File: config.mk
export PLATFORM = sky130hd
export DESIGN_NAME = zt_pipe_sram
export DESIGN_NICKNAME = d
export VERILOG_FILES = /design/src/rtl/zt_pkg.sv /design/src/rtl/zt_burst_gen.sv /design/src/rtl/zt_mem_array.sv /design/src/rtl/zt_pipe_sram.sv
export SDC_FILE = /design/constraint.sdc
export NUM_CORES = 1
export LEC_CHECK = 0
export BUFFER_PORTS_ARGS = -buffer_cell sky130_fd_sc_hd__buf_2
export CORE_ASPECT_RATIO = 2
export CORE_UTILIZATION = 38
export CTS_CLUSTER_SIZE = 16
export DETAILED_ROUTE_END_ITERATION = 7
export SLEW_MARGIN = 20
export SYNTH_ARGS = -nofsm -noshare
export SYNTH_HDL_FRONTEND = slang
export SYNTH_SLANG_ARGS = --single-unit
File: constraint.sdc
create_clock -name clk -period 3.3 [get_ports clk]
set_input_delay 0.66 -clock clk [delete_from_list [all_inputs] [get_ports clk]]
set_output_delay 0.66 -clock clk [all_outputs]
set_load 0.02 [all_outputs]
File: src/rtl/zt_pkg.sv
package zt_pkg;
    typedef enum logic [1:0] {
        OP_IDLE  = 2'd0,
        OP_READ  = 2'd1,
        OP_WRITE = 2'd2
    } op_e;
endpackage

File: src/rtl/zt_burst_gen.sv
module zt_burst_gen #(
    parameter int ADDR_W  = 6,
    parameter int BURST_W = 2
) (
    input  logic              clk,
    input  logic              rst_n,
    input  logic              load,
    input  logic              step,
    input  logic              interleave,
    input  logic [ADDR_W-1:0] addr_in,
    output logic [ADDR_W-1:0] cur_addr
);
    typedef struct packed {
        logic [ADDR_W-1:0]  base;
        logic [BURST_W-1:0] cnt;
    } bg_t;

    bg_t bg_d, bg_q;
    logic [BURST_W-1:0] low_lin, low_ilv, low_sel;

    always_comb begin
        low_lin = bg_q.base[BURST_W-1:0] + bg_q.cnt;
        low_ilv = bg_q.base[BURST_W-1:0] ^ bg_q.cnt;
        low_sel = interleave ? low_ilv : low_lin;
        bg_d    = bg_q;
        if (load) begin
            cur_addr  = addr_in;
            bg_d.base = addr_in;
            bg_d.cnt  = BURST_W'(1);
        end else begin
            cur_addr = {bg_q.base[ADDR_W-1:BURST_W], low_sel};
            if (step) begin
                bg_d.cnt = bg_q.cnt + 1'b1;
            end
        end
    end

    always_ff @(posedge clk or negedge rst_n) begin
        if (!rst_n) begin
            bg_q <= '0;
        end else if (load || step) begin
            bg_q <= bg_d;
        end
    end

    // after a full set of beats the sequence returns to its start word
    assert_burst_wrap_R6: assert property (@(posedge clk) disable iff (!rst_n)
        (step && !load && bg_q.cnt == '0) |-> (cur_addr == bg_q.base));
endmodule

File: src/rtl/zt_mem_array.sv
module zt_mem_array #(
    parameter int ADDR_W = 6,
    parameter int LANES  = 2,
    parameter int LANE_W = 8
) (
    input  logic                    clk,
    input  logic                    rst_n,
    input  logic                    wr_en,
    input  logic [ADDR_W-1:0]       wr_addr,
    input  logic [LANES-1:0]        wr_be,
    input  logic [LANES*LANE_W-1:0] wr_data,
    input  logic                    rd_en,
    input  logic [ADDR_W-1:0]       rd_addr,
    output logic [LANES*LANE_W-1:0] rd_data
);
    localparam int DEPTH  = 1 << ADDR_W;
    localparam int DATA_W = LANES * LANE_W;

    logic [DATA_W-1:0] mem [DEPTH];
    logic [DATA_W-1:0] rd_d, rd_q;
    logic              same_addr;

    assign same_addr = wr_en && (wr_addr == rd_addr);

    // per-lane bypass of the write that commits on the same edge as the read
    for (genvar g = 0; g < LANES; g++) begin : g_lane
        assign rd_d[g*LANE_W +: LANE_W] = (same_addr && wr_be[g])
            ? wr_data[g*LANE_W +: LANE_W]
            : mem[rd_addr][g*LANE_W +: LANE_W];
    end

    always_ff @(posedge clk) begin
        if (wr_en) begin
            for (int i = 0; i < LANES; i++) begin
                if (wr_be[i]) begin
                    mem[wr_addr][i*LANE_W +: LANE_W] <= wr_data[i*LANE_W +: LANE_W];
                end
            end
        end
    end

    always_ff @(posedge clk or negedge rst_n) begin
        if (!rst_n) begin
            rd_q <= '0;
        end else if (rd_en) begin
            rd_q <= rd_d;
        end
    end

    assign rd_data = rd_q;

    // an aborted beat never reaches the array
    assert_abort_no_write_R5: assert property (@(posedge clk) disable iff (!rst_n)
        wr_en |-> (wr_be != '0));

    // a full-word write seen by a same-edge read is returned whole
    assert_forward_R10: assert property (@(posedge clk) disable iff (!rst_n)
        (rd_en && same_addr && wr_be == '1) |=> (rd_q == $past(wr_data)));
endmodule

File: src/rtl/zt_pipe_sram.sv
module zt_pipe_sram
    import zt_pkg::*;
#(
    parameter int ADDR_W  = 6,
    parameter int LANES   = 2,
    parameter int LANE_W  = 8,
    parameter int BURST_W = 2
) (
    input  logic                    clk,
    input  logic                    rst_n,
    input  logic                    clk_en_n,
    input  logic                    adv,
    input  logic                    sel1_n,
    input  logic                    sel2,
    input  logic                    sel3_n,
    input  logic                    we_n,
    input  logic [LANES-1:0]        bw_n,
    input  logic [ADDR_W-1:0]       addr,
    input  logic [LANES*LANE_W-1:0] wdata,
    input  logic                    interleave,
    input  logic                    oe_n,
    input  logic                    sleep,
    output logic [LANES*LANE_W-1:0] rdata,
    output logic                    rdata_en
);
    localparam int DATA_W = LANES * LANE_W;

    typedef struct packed {
        logic              vld;
        logic              wr;
        logic [ADDR_W-1:0] addr;
        logic [LANES-1:0]  be;
    } slot_t;

    typedef struct packed {
        op_e               op;
        slot_t             s1;
        slot_t             s2;
        logic              out_vld;
        logic [DATA_W-1:0] dout;
        logic [1:0]        nap;
    } st_t;

    st_t st_d, st_q;

    logic              awake, en, selected, start, cont;
    logic [ADDR_W-1:0] beat_addr;
    logic              mem_wr_en, mem_rd_en;
    logic [DATA_W-1:0] mem_rd_data;

    assign awake    = ~st_q.nap[1];
    assign en       = ~clk_en_n & awake;
    assign selected = ~sel1_n & sel2 & ~sel3_n;
    assign start    = en & ~adv & selected;
    assign cont     = en & adv & (st_q.op != OP_IDLE);

    zt_burst_gen #(
        .ADDR_W  (ADDR_W),
        .BURST_W (BURST_W)
    ) u_burst (
        .clk        (clk),
        .rst_n      (rst_n),
        .load       (start),
        .step       (cont),
        .interleave (interleave),
        .addr_in    (addr),
        .cur_addr   (beat_addr)
    );

    assign mem_rd_en = en & st_q.s1.vld & ~st_q.s1.wr;
    assign mem_wr_en = en & st_q.s2.vld & st_q.s2.wr & (|st_q.s2.be);

    zt_mem_array #(
        .ADDR_W (ADDR_W),
        .LANES  (LANES),
        .LANE_W (LANE_W)
    ) u_mem (
        .clk     (clk),
        .rst_n   (rst_n),
        .wr_en   (mem_wr_en),
        .wr_addr (st_q.s2.addr),
        .wr_be   (st_q.s2.be),
        .wr_data (wdata),
        .rd_en   (mem_rd_en),
        .rd_addr (st_q.s1.addr),
        .rd_data (mem_rd_data)
    );

    always_comb begin
        st_d     = st_q;
        st_d.nap = {st_q.nap[0], sleep};
        if (en) begin
            st_d.s1 = '0;
            if (start) begin
                st_d.s1.vld  = 1'b1;
                st_d.s1.wr   = ~we_n;
                st_d.s1.addr = beat_addr;
                st_d.s1.be   = ~bw_n;
                st_d.op      = we_n ? OP_READ : OP_WRITE;
            end else if (cont) begin
                st_d.s1.vld  = 1'b1;
                st_d.s1.wr   = (st_q.op == OP_WRITE);
                st_d.s1.addr = beat_addr;
                st_d.s1.be   = ~bw_n;
            end else if (!adv) begin
                st_d.op = OP_IDLE;
            end
            st_d.s2      = st_q.s1;
            st_d.out_vld = st_q.s2.vld & ~st_q.s2.wr;
            if (st_q.s2.vld && !st_q.s2.wr) begin
                st_d.dout = mem_rd_data;
            end
        end
    end

    always_ff @(posedge clk or negedge rst_n) begin
        if (!rst_n) begin
            st_q <= '0;
        end else begin
            st_q <= st_d;
        end
    end

    assign rdata    = st_q.dout;
    assign rdata_en = st_q.out_vld & ~oe_n & ~st_q.nap[1];

    // a disabled clock edge changes no pipeline or output state
    assert_stall_hold_R2: assert property (@(posedge clk) disable iff (!rst_n)
        clk_en_n |=> ($stable(st_q.s1) && $stable(st_q.s2)
                      && $stable(st_q.out_vld) && $stable(st_q.dout)));

    // a command moves to the data stage on the next active edge
    assert_pipe_shift_R3: assert property (@(posedge clk) disable iff (!rst_n)
        (en && st_q.s1.vld) |=> (st_q.s2.vld && st_q.s2.addr == $past(st_q.s1.addr)));

    // a deselect issues nothing
    assert_deselect_R7: assert property (@(posedge clk) disable iff (!rst_n)
        (en && !adv && !selected) |=> !st_q.s1.vld);

    // while asleep the command pipeline is frozen
    assert_sleep_freeze_R9: assert property (@(posedge clk) disable iff (!rst_n)
        st_q.nap[1] |=> ($stable(st_q.s1) && $stable(st_q.s2)));
endmodule

==> results.toml, run 1 <==
[timing]
relSlewSlack_pct = 29.32
timing.setup.tns_ns = 0
period_share_pct = 90.84
tightest_slew_ns = 1.050
fmax_mhz = 333.6
setup_viol_count_final = 0
fin_worst_skew_ns = 0.03310
grt_setup_unrepaired = "false"
fin_crit_ns = 2.998
finalHoldViolations = 0
slew_viol_final = 0

[place]
dp.final_hpwl_um = 79600
io_buffers = 51
gp_congestion = 0.9008

[worst_setup_path]
crit_type = "flip-flop to flip-flop"
required_ns = 3.87
r2r-end = "u_mem.rd_data[6]"
cp-start-kind = "flip-flop"
r2r-start = "st_q[33]"
arrival_ns = 3.57
r2r_cells = 7
rrSetupSlack_ns = 0.30
worstSetupEndpointType = "flip-flop"
cp_max_fo = 29

[clock_network]
cts_inserted_buffers = 91
post_cts_buffers = 0
clock-sinks = 1089
clkTransAtPathRegs_ns = 0.07
cts_max_level = 3
cts_root_buffer = "clkbuf_16"
clk_path_buf_depth = 3
cts_resized = 0
insertion_delay_ns = 0.70
cts_tree = "built"

[global_route]
antenna_found_initial = 2
grt_max_degree = 61
grt_overflow_total = 0
grt_pass1_vias = 22748
track_usage_pct = 20.15
grt_pass1_wl_um = 161200

[detailed_routing]
ant_nets = 0
firstDrtPassIters = 5
wl_per_cell_um = 28.84
avgViaCountPerCell = 5.402
totalWireLength_um = 113000
via_count = 21165
drc = 0
dr.first_iter.drc_count = 1857

[worst_hold_path]
hold_end = "st_d[1]"
hold_depth = 1
hp-start = "sleep"
min_path_type = "input pin to flip-flop"

[power_and_ir_drop]
p_int_uw = 22580
seqPwrFrac_pct = 53.6
cellLeakagePower_uw = 0.01573
switchingPower_uw = 6399
power_frac_comb_pct = 7.1
p_per_area_mw_per_mm2 = 587.7
ir_drop_uv = 427.2
clock_power_share_pct = 39.3
swShare_pct = 22.08

[layout]
nNetsFinal = 2389
drive_gt1_share_pct = 30.55
final_util_pct = 44.32
regArea_mm2 = 0.03239
nFillCells = 9541
multi_input_area_mm2 = 0.009552
area.growth.synth_to_final_pct = 15.38

[synth]
synth_edf_count = 1024
ys_ff_latch = 1089
ys_seq_area_share_pct = 75.75
yosys_warnings = 0
syn_area_per_cell_um2 = 20.37
synth.distinct_cells = 55
synthCells = 2098
synth_nets = 2134
synthArstFlopShare_pct = 5.969
ys.flop_type = "edfxtp_1"
syn-cell-area_mm2 = 0.04274

[flow_run]
cap_violations = 0

[floorplanning]
die-area_mm2 = 0.1139
rows = 173
initial_utilization_pct = 38.41
dieWidth_um = 239.1
io_pins = 52
core_area_mm2 = 0.1113
dieHeight_um = 476.3

[status]
status = "finished clean"
worst max-delay path: stages (launching register included):
cell	delay, ns
dfrtp_4	0.72
buf_12	0.26
buf_12	0.22
buf_4	0.22
mux4_2	0.32
mux4_2	0.58
mux2i_1	0.35
o211ai_1	0.13
layout by cell type (no fill, tap or decap), types with 8 or more instances in the layout:
master,Yosys,final
nor4_1,8,8
a211oi_1,19,19
nand3b_1,8,8
mux2i_1,53,53
edfxtp_1,1024,1024
dfrtp_1,65,60
inv_1,13,13
o21ai_0,14,14
nand3_1,25,25
buf_2,39,49
and2_1,9,9
nor2_1,152,151
nor2b_1,17,17
clkinv_1,0,16
buf_4,33,227
clkbuf_1,41,15
clkinv_2,0,11
nand2_1,127,127
o211ai_1,12,12
bufinv_16,0,11
a31oi_1,10,10
nor3_1,13,13
mux2_2,24,24
buf_12,0,16
mux4_2,272,272
clkbuf_16,0,98
a21oi_1,15,15
a22oi_1,10,10
repair_timing:
item,in CTS,in global routing
endpoints found under the hold margin,33,0
hold buffers,1,0
setup endpoints to repair,0,0
cells in the mapped netlist, types with 2 or more instances:
master | instances | area share [%]
buf_4 | 33 | 0.58
nand4_1 | 6 | 0.088
a311o_1 | 2 | 0.047
o21ai_0 | 14 | 0.16
a31oi_1 | 10 | 0.15
nand2b_1 | 4 | 0.059
mux2_2 | 24 | 0.63
o22ai_1 | 5 | 0.073
buf_1 | 6 | 0.053
and2_1 | 9 | 0.13
o211ai_1 | 12 | 0.21
a311oi_1 | 6 | 0.12
inv_2 | 2 | 0.018
xor2_1 | 7 | 0.14
clkbuf_1 | 41 | 0.36
nand3b_1 | 8 | 0.14
buf_6 | 11 | 0.29
mux4_2 | 272 | 14
a22oi_1 | 10 | 0.18
nor2b_1 | 17 | 0.25
nand2_1 | 127 | 1.1
inv_1 | 13 | 0.11
a2111oi_0 | 4 | 0.082
and3_1 | 7 | 0.10
and4_1 | 3 | 0.061
a21oi_1 | 15 | 0.18
dfrtp_1 | 65 | 3.8
nor2_1 | 152 | 1.3
nand3_1 | 25 | 0.29
edfxtp_1 | 1024 | 72
xnor2_1 | 3 | 0.061
nor4_1 | 8 | 0.12
a211oi_1 | 19 | 0.33
mux2i_1 | 53 | 1.2
nor3_1 | 13 | 0.15
or2_2 | 2 | 0.029
or3_1 | 6 | 0.088
o2111ai_1 | 3 | 0.061
buf_2 | 39 | 0.46
or3b_2 | 3 | 0.061
power by group through the flow:
stage | logic (uW) | registers (uW) | clock network (uW)
after global routing | 2170 | 15500 | 12100
after CTS | 2090 | 15500 | 11600
after detailed placement | 2080 | 15800 | 0
after global placement | 2050 | 15800 | 0
after floorplan | 1340 | 15700 | 0
final | 2060 | 15500 | 11400
cell type report:
cell class	count	area share [%]
timing repair buffer	293	4.623
inverter	15	0.1142
multi-input combinational	863	19.37
tap	1487	3.773
sequential	1089	65.69
clock inverter	50	1.162
antenna	2	0.01015
clock buffer	119	5.255
flip-flops by register name, indices dropped and copies added (netlist names):
name,count
u_mem.rd_data,16
st_q,24
rdata,16
u_mem.mem,1024
st_d,1
u_burst.bg_q,8
through the flow:
step | instances | power [uW] | setup WS [ns] | instance area [um^2] | hold WS, ns
2_1_floorplan | 2098 | 17030 | 0.9249 | 42740 | 0.3312
3_3_place_gp | 3746 | 17860 | 0.3169 | 46130 | 0.3347
3_5_place_dp | 3746 | 17900 | 0.2843 | 46130 | 0.3347
4_1_cts | 3916 | 29200 | 0.2787 | 49300 | 0.01241
5_1_grt | 3917 | 29770 | 0.2135 | 49310 | 0.03587
6_report | 3918 | 28980 | 0.3022 | 49310 | 0.06283
kinds of logic (layout without fill, tap and decap cells):
logic type	after synthesis	in the layout	share of synthesized area (%)
mux	349	349	16.21
other cells	0	2	0
compound gates	108	108	1.754
simple gates	395	395	4.148
buf+inv	146	477	1.906
fa+ha+maj	1	1	0.02927
flops	1089	1089	75.75
xor+xnor	10	10	0.2049
worst max-delay path by stage:
stage,cells after the start,startpoint,endpoint
6_report,7,st_q[33],u_mem.rd_data[6]
5_1_grt,7,st_q[31],u_mem.rd_data[7]
4_1_cts,7,st_q[31],u_mem.rd_data[7]
3_5_place_dp,7,st_q[33],u_mem.rd_data[6]
3_3_place_gp,6,st_q[31],u_mem.rd_data[6]
2_1_floorplan,5,clk_en_n,u_mem.mem[59][10]
routing by layer:
layer / wire, um / GRT usage (%) / share of wire (%)
met1: 36000 / 19.57 / 32
met5: 0 / 0 / 0
met4: 7385 / 12.21 / 6.5
met3: 4374 / 2.565 / 3.9
met2: 65240 / 39.36 / 58
(Power assumes the default switching activity.)
==> inputs of run 2 (changes only) <==
--- a/config.mk
+++ b/config.mk
@@ -10,6 +10,7 @@
 export CORE_UTILIZATION = 38
 export CTS_CLUSTER_SIZE = 16
 export DETAILED_ROUTE_END_ITERATION = 7
+export RECOVER_POWER = 50
 export SLEW_MARGIN = 20
 export SYNTH_ARGS = -nofsm -noshare
 export SYNTH_HDL_FRONTEND = slang
==> results.toml, run 2 (synthesis gave the netlist of run 1 again) <==
[place]
gp_congestion = 0.9008
io_buffers = 51
dpl_cell_area_mm2 = 0.04613
dp.final_hpwl_um = 79600

[layout]
multi_input_area_mm2 = 0.009552
area.growth.synth_to_final_pct = 15.10
final_common_cell = "edfxtp_1"
nFillCells = 9570
largest_reg_flops = 1024
drive_gt1_share_pct = 29.02
regArea_mm2 = 0.03239
top_regs = "u_mem.mem (1024), st_q (24)"
postLayoutCellArea_mm2 = 0.04919
final_cell_mix = "edfxtp_1, mux4_2, buf_4"
largest-register = "u_mem.mem"
final_util_pct = 44.22
nNetsFinal = 2389

[floorplanning]
initial_utilization_pct = 38.41
dieWidth_um = 239.1
core_area_mm2 = 0.1113
rows = 173
die-area_mm2 = 0.1139
io_pins = 52
dieHeight_um = 476.3

[timing]
relSlewSlack_pct = -83.23
grt_setup_unrepaired = "false"
finalHoldViolations = 0
setup_viol_count_final = 0
fin_crit_ns = 3.003
fmax_mhz = 333.0
timing.setup.tns_ns = 0
fin_worst_skew_ns = 0.03428
slew_viol_final = 540
period_share_pct = 90.99
tightest_slew_ns = 2.748

[global_route]
track_usage_pct = 20.15
grt_overflow_total = 0
grt_max_degree = 61
grt_pass1_vias = 22748
grt_pass1_wl_um = 161200
antenna_found_initial = 2

[status]
status = "complete, but fails checks"
violations = "capacitance limit, slew limit"

[clock_network]
cts_root_buffer = "clkbuf_16"
cts_inserted_buffers = 91
clk_path_buf_depth = 3
cts_tree = "built"
cts_resized = 0
insertion_delay_ns = 0.70
clock-sinks = 1089
cts_max_level = 3
clkTransAtPathRegs_ns = 0.07

[detailed_routing]
totalWireLength_um = 112800
dr.first_iter.drc_count = 1828
drc = 0
ant_nets = 0
wl_per_cell_um = 28.80
firstDrtPassIters = 7
avgViaCountPerCell = 5.386
via_count = 21101

[worst_setup_path]
arrival_ns = 3.57
rrSetupSlack_ns = 0.30
cp-start-kind = "flip-flop"
cpPeakStageDelay_ns = 0.72
critical_path.startpoint = "st_q[33]"
cp_max_fo = 29
slowest_stage = "dfrtp_4"
r2r-start = "st_q[33]"
required_ns = 3.87
crit_type = "flip-flop to flip-flop"
cp_cell_sequence = "buf_12, buf_12, buf_4, mux4_2, mux4_2, mux2i_1, o211ai_1"
worstSetupEndpointType = "flip-flop"

[worst_hold_path]
hp-start = "sleep"
min_path_type = "input pin to flip-flop"

[flow_run]
cap_violations = 14

[power_and_ir_drop]
p_per_area_mw_per_mm2 = 589.0
cellLeakagePower_uw = 0.01562
ir_drop_uv = 425.6
==> run 2: changes by cell type in the layout (fill, tap and decap cells not counted) <==
cell,previous run,this run
dlymetal6s4s_1,0,1
buf_4,227,201
buf_2,49,34
clkbuf_2,0,5
buf_12,16,15
clkbuf_1,15,51
==> run 2: per-layer routing <==
layer	part of all wire [%]	vias up	track usage [%]
met5	0	-	0
met4	6.8	0	12.21
met3	3.9	265	2.565
met2	58	685	39.36
met1	32	11124	19.57
li1	-	9027	-
==> run 2: critical path, delay by kind of cell (launching register included) <==
family,cells,cell delay [ns]
multiplexers,3,1.26
buffers and inverters,3,0.70
flip-flops,1,0.72
AO/OA/AOI/OAI,1,0.13
==> run 2: stage by stage <==
stage | hold slack [ns] | instances | worst slack, ns | total power, uW
after CTS | 0.01241 | 3916 | 0.2787 | 29200
after detailed placement | 0.3347 | 3746 | 0.2843 | 17900
after global placement | 0.3347 | 3746 | 0.3169 | 17860
after global routing | 0.03587 | 3917 | 0.2135 | 29770
final | 0.06521 | 3918 | 0.2974 | 28980
after floorplan | 0.3312 | 2098 | 0.9249 | 17030
==> run 2: path summary, 6_finish.rpt <==
path / to / cells past startpoint
max: u_mem.rd_data[6] / 7
min: st_d[1] / 1
max reg2reg: u_mem.rd_data[6] / 7
min reg2reg: st_q[1] / 0
max in group asynchronous: st_q[36] / 2
min in group asynchronous: st_d[1] / 2
==> run 2: power breakdown <==
group / switching [uW] / total [uW] / leakage, uW / internal (uW)
logic: 1210 / 2040 / 0.00403 / 831
registers: 228 / 15500 / 0.0100 / 15300
clock network: 4960 / 11400 / 0.00154 / 6440
total: 6400 / 29000 / 0.0156 / 22600
==> run 2: final cells by class <==
cell class / count / area share [%]
clock inverters: 50 / 1.165
well taps: 1487 / 3.782
clock buffers: 119 / 5.267
flip-flops and latches: 1089 / 65.85
inverters: 15 / 0.1145
multi-input cells: 863 / 19.42
diodes: 2 / 0.01017
repair buffers: 293 / 4.395
==> run 2: timing repair <==
action                     in CTS  in global routing
setup endpoints to repair       0                  0
hold endpoints to repair       33                  0
setup buffers                   0                  0
hold buffers                    1                  0
==> inputs of run 3 (changes only) <==
--- a/config.mk
+++ b/config.mk
@@ -5,13 +5,14 @@
 export SDC_FILE = /design/constraint.sdc
 export NUM_CORES = 1
 export LEC_CHECK = 0
-export BUFFER_PORTS_ARGS = -buffer_cell sky130_fd_sc_hd__buf_2
 export CORE_ASPECT_RATIO = 2
 export CORE_UTILIZATION = 38
 export CTS_CLUSTER_SIZE = 16
 export DETAILED_ROUTE_END_ITERATION = 7
+export DONT_BUFFER_PORTS = 1
 export RECOVER_POWER = 50
 export SLEW_MARGIN = 20
 export SYNTH_ARGS = -nofsm -noshare
 export SYNTH_HDL_FRONTEND = slang
+export SYNTH_HIERARCHICAL = 1
 export SYNTH_SLANG_ARGS = --single-unit
==> results.toml, run 3 <==
[status]
status = "complete, but fails checks"
violations = "capacitance limit, slew limit"

[layout]
area.growth.synth_to_final_pct = 14.36
final_common_cell = "edfxtp_1"
postLayoutCellArea_mm2 = 0.04898
fin_cells = 3907
drive_gt1_share_pct = 27.20
nFillCells = 9462
largest_reg_flops = 1024
largest-register = "u_mem/mem"
multi_input_area_mm2 = 0.009539
final_cell_mix = "edfxtp_1, mux4_2, buf_4"
top_regs = "u_mem/mem (1024), st_q (24)"
regArea_mm2 = 0.03239
nNetsFinal = 2381

[power_and_ir_drop]
power_uw = 29380
p_per_area_mw_per_mm2 = 599.9
cellLeakagePower_uw = 0.01545
ir_drop_uv = 414.9

[synth]
synthCells = 2147
synthArstFlopShare_pct = 5.969
synth_edf_count = 1024
yosysTopAreaCellShare_pct = 71.79
syn_area_per_cell_um2 = 19.95
ys_ff_latch = 1089
ys_top_cells_by_area = "edfxtp_1, mux4_2, dfrtp_1"
synth_common_cells = "edfxtp_1, mux4_2, nor2_1"
syn-cell-area_mm2 = 0.04283
ys_seq_area_share_pct = 75.59
synth_nets = 2183
synth.distinct_cells = 62
ys.flop_type = "edfxtp_1"
yosys_warnings = 6
yosysMostFrequentCell = "edfxtp_1"
yosys.area.top_type = "edfxtp_1"

[timing]
hold_slack_ns = 0.06264
fin_crit_ns = 2.950
timing.setup.tns_ns = 0
grt_setup_unrepaired = "false"
fmax_mhz = 339.0
relSlewSlack_pct = -16.95
setup_viol_count_final = 0
slew_viol_final = 66
fin_worst_skew_ns = 0.03163
period_share_pct = 89.39
finalHoldViolations = 0
tightest_slew_ns = 1.754

[worst_setup_path]
required_ns = 3.85
rrSetupSlack_ns = 0.35
r2r-end = "u_mem/rd_data[2]"
cp-start-kind = "flip-flop"
crit_type = "flip-flop to flip-flop"
arrival_ns = 3.50
cp_max_fo = 40
endpoint = "u_mem/rd_data[2]"
r2r-start = "st_q[33]"
worstSetupEndpointType = "flip-flop"
critical_path.startpoint = "st_q[33]"
r2r_cells = 7

[detailed_routing]
drc = 0
dr.first_iter.drc_count = 2104
ant_nets = 0
via_count = 21872
totalWireLength_um = 117000
avgViaCountPerCell = 5.598
firstDrtPassIters = 6
wl_per_cell_um = 29.94

[global_route]
grt_pass1_wl_um = 167700
grt_max_degree = 66
antenna_found_initial = 1
grt_pass1_vias = 23384
grt_overflow_total = 0
track_usage_pct = 20.82

[place]
dp.final_hpwl_um = 81020
gp_congestion = 0.8828
dpl_cell_area_mm2 = 0.04587
place_inst = 3737
io_buffers = 0

[clock_network]
post_cts_buffers = 0
cts_inserted_buffers = 90
cts_root_buffer = "clkbuf_16"
clk_path_buf_depth = 3
cts_max_level = 3
clock-sinks = 1089
clkTransAtPathRegs_ns = 0.07
insertion_delay_ns = 0.71
cts_tree = "built"

[floorplanning]
initial_utilization_pct = 38.42
die-area_mm2 = 0.1141
dieWidth_um = 239.4
dieHeight_um = 476.8
rows = 173
io_pins = 52
core_area_mm2 = 0.1115

[worst_hold_path]
min_path_type = "input pin to flip-flop"

[flow_run]
cap_violations = 1
-- run 3: worst max-delay path, stage by stage, from the launching register on --
cell and delay, ns:
dfrtp_4 0.91, buf_12 0.29, mux4_2 0.51, nor2b_1 0.15
a211oi_1 0.28, a21oi_1 0.09, o21ai_0 0.43, a211oi_1 0.13
-- run 3: kinds of logic (layout without fill, tap and decap cells) --
group	count (synthesis)	after routing	synth area share [%]
xor gates and xnor gates	9	9	0.1841
other	0	1	0
buffers and inverters	157	429	2.165
adders and majority gates	1	1	0.02921
AOI/OAI and AO/OA	182	182	3.018
muxes	347	347	15.16
and+or+nand+nor	362	362	3.853
DFF	1089	1089	75.59
-- run 3: how the worst min path moves through the flow --
stage | depth (start not counted) | start | to | slack [ns]
after floorplan | 0 | st_d[1] | st_q[1] | 0.33
after global placement | 0 | st_d[1] | st_q[1] | 0.35
after detailed placement | 0 | st_d[1] | st_q[1] | 0.34
after CTS | 0 | wdata[0] | u_mem/mem[52][0] | 0.02
after global routing | 0 | wdata[4] | u_mem/mem[50][4] | 0.03
final | 0 | wdata[4] | u_mem/mem[20][4] | 0.06
-- run 3: report_power, final --
group	switching (uW)	total (uW)	internal (uW)	leakage (uW)
Sequential	413	15700	15300	0.0100
Combinational	1270	2330	1050	0.00392
Clock	4960	11300	6360	0.00149
-- run 3: cell type report --
| class | instances | share of cell area, % |
|---|---|---|
| flip-flops and latches | 1089 | 66.13 |
| multi-input cells | 901 | 19.48 |
| clock buffers | 114 | 4.890 |
| repair buffers | 241 | 4.126 |
| well taps | 1487 | 3.799 |
| clock inverters | 52 | 1.402 |
| inverters | 22 | 0.1686 |
| diodes | 1 | 0.005109 |
-- run 3: what timing repair did --
item | CTS | global route
hold buffers | 3 | 0
hold endpoints to repair | 66 | 0
resized for setup | 0 | 0
-- run 3: through the flow --
step           setup slack, ns  utilization, %
2_1_floorplan           0.6476               -
3_3_place_gp            0.3594           41.15
3_5_place_dp            0.3854           41.15
4_1_cts                 0.3851           43.96
5_1_grt                 0.2767           43.94
6_report                0.3500           43.94
-- run 3: layer usage --
metal	track usage, %	wire, um	vias to the layer above
li1	-	-	9103
met1	20.52	36860	11590
met2	39.77	66300	878
met3	3.239	5828	301
met4	12.94	7979	0
met5	0	0	-
